**config.mk**
```make
export PLATFORM = sky130hd
export DESIGN_NAME = vmode_seq
export DESIGN_NICKNAME = d
export VERILOG_FILES = /design/src/rtl/vmode_seq.sv
export SDC_FILE = /design/constraint.sdc
export NUM_CORES = 1
export LEC_CHECK = 0
export CAP_MARGIN = 20
export CORE_ASPECT_RATIO = 0.5
export CORE_MARGIN = 2
export CORE_UTILIZATION = 47
export CTS_CLUSTER_SIZE = 10
export DETAILED_ROUTE_END_ITERATION = 8
export HOLD_SLACK_MARGIN = 0.06
export PLACE_DENSITY = 0.81
export SETUP_SLACK_MARGIN = 0.3
export SYNTH_ARGS = -nofsm -noshare
export SYNTH_HDL_FRONTEND = slang
export SYNTH_SLANG_ARGS = --single-unit
```
**constraint.sdc**
```tcl
create_clock -name clk -period 2.7 [get_ports clk]
set_input_delay 0.54 -clock clk [delete_from_list [all_inputs] [get_ports clk]]
set_output_delay 0.54 -clock clk [all_outputs]
set_load 0.1 [all_outputs]
```
**src/rtl/vmode_seq.sv**
```systemverilog
module vmode_seq #(
  parameter int NSLOT = 4,
  localparam int SW = (NSLOT > 1) ? $clog2(NSLOT) : 1
) (
  input  logic          clk,
  input  logic          rst_n,
  input  logic          cmd_on,
  input  logic          cmd_off,
  input  logic          cmd_launch,
  input  logic          cmd_resume,
  input  logic          cmd_hcall,
  input  logic [SW-1:0] cmd_slot,
  input  logic          ev_irq,
  input  logic          ev_pf,
  input  logic          priv_set,
  input  logic [1:0]    priv_val,
  input  logic          ctx_done,
  output logic [1:0]    mode,
  output logic [1:0]    priv_ring,
  output logic [3:0]    exit_code,
  output logic          fail,
  output logic          ctx_save_guest,
  output logic          ctx_load_host,
  output logic          ctx_load_guest,
  output logic [SW-1:0] ctx_slot
);

  typedef enum logic [2:0] {ST_OFF, ST_ROOT, ST_GUEST, ST_ENTER, ST_SAVE, ST_RESTORE} st_t;

  st_t              st;
  logic [NSLOT-1:0] launched;
  logic [1:0]       gring [NSLOT];
  logic [1:0]       ring;
  logic [SW-1:0]    cur;
  logic [3:0]       code;
  logic             fail_q, save_q, lhost_q, lguest_q;
  logic             go_entry, go_exit, bad;
  logic [3:0]       why;

  wire any_cmd  = cmd_on | cmd_off | cmd_launch | cmd_resume | cmd_hcall;
  wire multi    = $countones({cmd_on, cmd_off, cmd_launch, cmd_resume, cmd_hcall}) > 1;
  wire one      = any_cmd & ~multi;
  wire slot_set = launched[cmd_slot];

  always_comb begin
    go_entry = 1'b0;
    go_exit  = 1'b0;
    bad      = 1'b0;
    why      = 4'd0;
    case (st)
      ST_OFF:  bad = any_cmd & ~(one & cmd_on);
      ST_ROOT: begin
        go_entry = one & ((cmd_launch & ~slot_set) | (cmd_resume & slot_set));
        bad      = any_cmd & ~go_entry & ~(one & cmd_off);
      end
      ST_GUEST: begin
        if (ev_irq)                why = 4'd1;
        else if (ev_pf)            why = 4'd2;
        else if (one & cmd_hcall)  why = 4'd3;
        else if (one & cmd_off)    why = 4'd4;
        go_exit = why != 4'd0;
        bad     = any_cmd & (multi | cmd_on | cmd_launch | cmd_resume);
      end
      default: bad = any_cmd;
    endcase
  end

  always_ff @(posedge clk) begin
    if (!rst_n) begin
      st       <= ST_OFF;
      launched <= '0;
      for (int i = 0; i < NSLOT; i++) gring[i] <= 2'd0;
      ring     <= 2'd0;
      cur      <= '0;
      code     <= 4'd0;
      fail_q   <= 1'b0;
      save_q   <= 1'b0;
      lhost_q  <= 1'b0;
      lguest_q <= 1'b0;
    end else begin
      fail_q   <= bad;
      save_q   <= 1'b0;
      lhost_q  <= 1'b0;
      lguest_q <= 1'b0;
      case (st)
        ST_OFF: if (one & cmd_on) st <= ST_ROOT;
        ST_ROOT: begin
          if (go_entry) begin
            st       <= ST_ENTER;
            cur      <= cmd_slot;
            lguest_q <= 1'b1;
          end else if (one & cmd_off) begin
            st       <= ST_OFF;
            launched <= '0;
            ring     <= 2'd0;
          end else if (priv_set) begin
            ring <= priv_val;
          end
        end
        ST_GUEST: begin
          if (go_exit) begin
            st         <= ST_SAVE;
            code       <= why;
            save_q     <= 1'b1;
            gring[cur] <= ring;
          end else if (priv_set) begin
            ring <= priv_val;
          end
        end
        ST_ENTER: if (ctx_done) begin
          st            <= ST_GUEST;
          ring          <= launched[cur] ? gring[cur] : 2'd0;
          launched[cur] <= 1'b1;
        end
        ST_SAVE: if (ctx_done) begin
          st      <= ST_RESTORE;
          lhost_q <= 1'b1;
        end
        ST_RESTORE: if (ctx_done) begin
          st   <= ST_ROOT;
          ring <= 2'd0;
        end
        default: st <= ST_OFF;
      endcase
    end
  end

  assign mode = (st == ST_OFF) ? 2'd0 :
                (st == ST_ROOT || st == ST_ENTER) ? 2'd1 : 2'd2;
  assign priv_ring      = ring;
  assign exit_code      = code;
  assign fail           = fail_q;
  assign ctx_save_guest = save_q;
  assign ctx_load_host  = lhost_q;
  assign ctx_load_guest = lguest_q;
  assign ctx_slot       = cur;

endmodule

```
* After elaboration in Yosys (flattened, before gate mapping)
Memories as Yosys holds them, arrays and structs flattened. A register that Yosys moved wholly into a read port is not among the register bits.
Cells that the tools add are included.
** Storage, ports and cells
- Bits in registers :: 19
- Bits in writable memories :: 8
- Bits of input ports :: 15
- Output and inout port bits :: 14
- Word-level logic and storage cells :: 119
- Memories kept :: 1
** Memories
- gring :: words 4, width 2, rd ports 1, clocked after memory_dff 1, wr ports 4, line 32 : logic [1:0] gring [NSLOT];
** Cells by class
- Add/sub/neg operators :: 4
- $lt $le $gt $ge :: 4
- Eq/ne operators :: 14
- Muxes and demuxes :: 48
- Bitwise gates (word level) :: 25
- Reductions and logical operators :: 14
** Operators by type and width (number)
- 3-bit 2-to-1 mux :: 11
- 2-bit 2-to-1 mux :: 13
- 3-bit case mux with 6 select lines :: 1
- 4-bit 2-to-1 mux :: 4
- 2-bit != test, second input constant :: 8
- 1-bit 2-to-1 mux :: 13
- 1-bit bitwise AND :: 11
- 1-bit bitwise OR :: 8
- 2-bit case mux with 4 select lines :: 1
- 4-bit case mux with 2 select lines :: 1
- 2-bit AND reduction :: 4
- 4-bit nonzero test :: 2
- 3-bit by 2-bit equality test with 1-bit output, second input constant :: 2
- 3-bit equality test, second input constant :: 2
- 2-bit by 3-bit < comparator with 1-bit output, second input constant :: 2
- 6-bit AND reduction :: 1
- 1-bit inverter :: 5
- 5-bit AND reduction :: 1
- 1-bit by 1-bit adder with 2-bit output :: 2
- 3-bit by 1-bit adder with 4-bit output :: 1
- 1-bit binary-select mux with 2-bit select :: 2
- 4-bit by 1-bit greater-than comparator with 1-bit output, second input constant :: 1
- 4-bit bitwise OR :: 1
- 4-bit AND reduction :: 1
- other kinds (11) :: 11

* Logic depth before layout (Yosys ltp)
- Depth after elaboration :: 20
- Depth in mapped cells :: 9
- Depth with buffers taken out :: 9

* Worst setup path before layout
OpenSTA, ideal clock, no wires.
- Path kind :: input port to flip-flop
- Start point :: input port cmd_on
- End point :: memory gring[2][0], enable pin
- Library setup time :: 0.328 ns
- Arrival :: 2.501 ns
- Data required time :: 2.372 ns
- Slack :: -0.129 ns
- Cell stages on the path :: 8
- Path buffers :: 0
- Path through :: inv_1 fa_1 inv_1 ha_1 and2_1 o41ai_2 nand2_1 o21ai_0
** RTL lines
- start: declaration :: line 7 : input logic cmd_on,
- end: declaration :: line 32

==> impl_metrics.csv <==
group,metric,value,unit
logic_synthesis,synth_cells,164,
flow_run,drv_cap,0,
setup_path,critPathLaunch,"cmd_on",
timing,worstMarginPinSlew,0.648,ns
setup_path,arrival,2.51,ns
placement,hpwlAfterDp,3.18,mm
global_route,grt_pass1_wl,7.09,mm
clock_network,clk_path_buf_depth,2,
die,die_area,3910,sq um
logic_synthesis,synth_top_area_share,25.1,%
global_route,grt_pass1_vias,1480,
power,p_total,1.41,mW
drt,first_pass_iters,4,
timing,fmax,0.398,GHz
drt,drt-wirelength-per-cell,18.2,um
logic_synthesis,synth.distinct_cells,47,
clock_network,clk_latency,0.28,ns
placement,place.gp.congestion,0.828,
layout,antenna_cells,0,
layout,fin_nets,234,
logic_synthesis,mappedNetlistNets,182,
timing,period_needed,2.52,ns
clock_network,cts_buffers,3,
run_status,status,"completed",
drt,vias,1502,
setup_path,setup.worst_path.end,"gring[1][0]",
global_route,overflow,0,
die,die-width,86.5,um
power,power_density,603,nW/um^2
setup_path,critPathRequiredTime,2.69,ns
setup_path,reg2reg_from,"launched[3]",
logic_synthesis,yosys_warnings,0,
clock_network,postCtsHoldBufs,0,
logic_synthesis,syn_avg_cell_area,9.74,sq um
timing,rsz0062_at_grt,"true",
timing,relSlewSlack,56.8,%
timing,maxSlewViolCount,0,
die,io_pins,29,
logic_synthesis,netlist_area,1600,sq um
clock_network,cts.sinks,28,
worst_hold_path,hold_class,"reg2reg",
drt,drc_errors,0,
drt,drt_wl_total,4.64,mm
global_route,antenna_found_initial,0,
setup_path,path_class,"in2reg",
setup_path,reg2regPathDepth,7,
die,rows,14,
logic_synthesis,synth-seq-cells,28,
layout,design_area,2340,sq um
layout,seq_area,641,sq um
clock_network,cts_root_buffer,"clkbuf_8",
clock_network,cts_max_level,1,
timing,finalSetupViolCount,0,
logic_synthesis,yosysMostFrequentCell,"dfxtp_1",
setup_path,cp-end-kind,"flip-flop",
layout,num-fill-cells,213,
timing,hold_viol,0,
die,fp.dieH,45.2,um
drt,first_iter_violations,125,
clock_network,clkTransAtPathRegs,0.10,ns
power,ir_drop,0.321,mV
clock_network,cts_tree,"yes",
logic_synthesis,synth-edff-count,8,
global_route,grt_max_degree,17,
die,initial_core_util,51.2,%
timing,final.setup_skew,0.00490,ns
timing,fin_crit_sh,93.2,%
logic_synthesis,synth_area_leaders,"dfxtp_1 25%, edfxtp_1 15%, mux4_2 5.6%",
logic_synthesis,async_flop_share,0,%
setup_path,critPathLaunchType,"primary input",
placement,dpl-instance-area,2050,sq um
layout,drive_above_1_share,45.1,%
setup_path,path_max_fanout,6,
logic_synthesis,synth_seq_area_share,40.1,%
global_route,grt_usage,23.8,%
placement,io_buffers,27,
power,p_leak,0.965,nW
timing,holdWs,0.460,ns
logic_synthesis,synth_common_cells,"20 x dfxtp_1, 18 x nor2_1, 12 x nand2_1",
die,design.core.area,3120,sq um
layout,multi_input_area,1060,sq um
logic_synthesis,synth_ff_type,"dfxtp_1",
layout,syn2layout_area_growth,46.2,%
setup_path,rrSetupSlack,0.60,ns
drt,drtAntennaViolNets,0,
logic_synthesis,yosys.area.top_type,"dfxtp_1",
drt,routed_via_density,5.89,
## timing repair
| action | in CTS | in global routing |
|---|---|---|
| pin swaps | 14 | 10 |
| setup buffers | 8 | 3 |
| resized for setup | 31 | 14 |
| gates cloned | 0 | 0 |
| endpoints found under the setup margin | 35 | 33 |
## logic make-up after synthesis
family,count (synthesis),synth area share (%)
buffers and inverters,20,6.73
other,1,0.235
AOI/OAI and AO/OA,36,16.8
muxes,10,9.79
DFF,28,40.1
and+or+nand+nor,66,23.5
adders and majority gates,3,2.82
## where the power goes
part | internal [mW] | total, mW | switching, mW
Clock | 0.199 | 0.339 | 0.140
Combinational | 0.197 | 0.568 | 0.371
Sequential | 0.460 | 0.502 | 0.0418
## stage by stage
stage	utilization (%)	setup slack [ns]	instances	setup TNS (ns)
after floorplan	-	0.125	164	0
after global placement	65.6	-0.475	240	-13.36
after detailed placement	65.6	-0.613	240	-16.23
after CTS	72.1	0.180	252	0
after global routing	74.9	0.144	255	0
final	74.9	0.184	255	0
## layout make-up
| class | instances | share of cell area (%) |
|---|---|---|
| Timing Repair Buffer | 55 | 19.8 |
| Sequential cell | 28 | 27.4 |
| Multi-Input combinational cell | 116 | 45.4 |
| Tap cell | 40 | 2.14 |
| Inverter | 12 | 2.20 |
| Clock inverter | 1 | 1.29 |
| Clock buffer | 3 | 1.77 |
## sequential cells by signal, summed over array words and instances (netlist names), named ones only
name	count
ctx_load_guest	1
ctx_load_host	1
ctx_save_guest	1
ctx_slot	2
exit_code	3
fail	1
gring	8
launched	4
priv_ring	2
st	3
## worst max-delay path, stage by stage
cell,delay [ns]
buf_8,0.08
inv_4,0.03
fa_1,0.55
inv_2,0.05
ha_4,0.15
nand2b_4,0.16
o41ai_4,0.47
nand2_2,0.24
o21ai_2,0.23
## cells in the final DEF (no fill, tap or decap), types with 3 or more instances in the layout
cell type	n
clkbuf_8	3
nand2_1	8
nor3_2	4
buf_4	39
nand2b_1	4
a21oi_1	10
o211a_1	4
mux4_2	4
clkdlybuf4s50_1	9
inv_2	3
edfxtp_1	8
nor3_1	3
and2_4	3
nor2_1	17
dfxtp_1	20
nand3_1	3
nand2_2	4
inv_1	6
## metal layers
layer  vias to the layer above  wire (um)  GRT usage, %
li1                        699          -             -
met1                       734       2000          30.6
met2                        57       2320          42.3
met3                        12        238          4.57
met4                         0         74          6.25
met5                         -          0             0
## how the worst min path moves through the flow
stage,from,endpoint,slack (ns),cells after the start
after global placement,exit_code[1],exit_code[1],0.44,2
final,exit_code[1],exit_code[1],0.46,2
after CTS,exit_code[1],exit_code[1],0.47,2
after global routing,exit_code[1],exit_code[1],0.48,2
after detailed placement,exit_code[1],exit_code[1],0.45,2
after floorplan,launched[2],launched[2],0.48,1
Power figures use the tool's default switching activity.
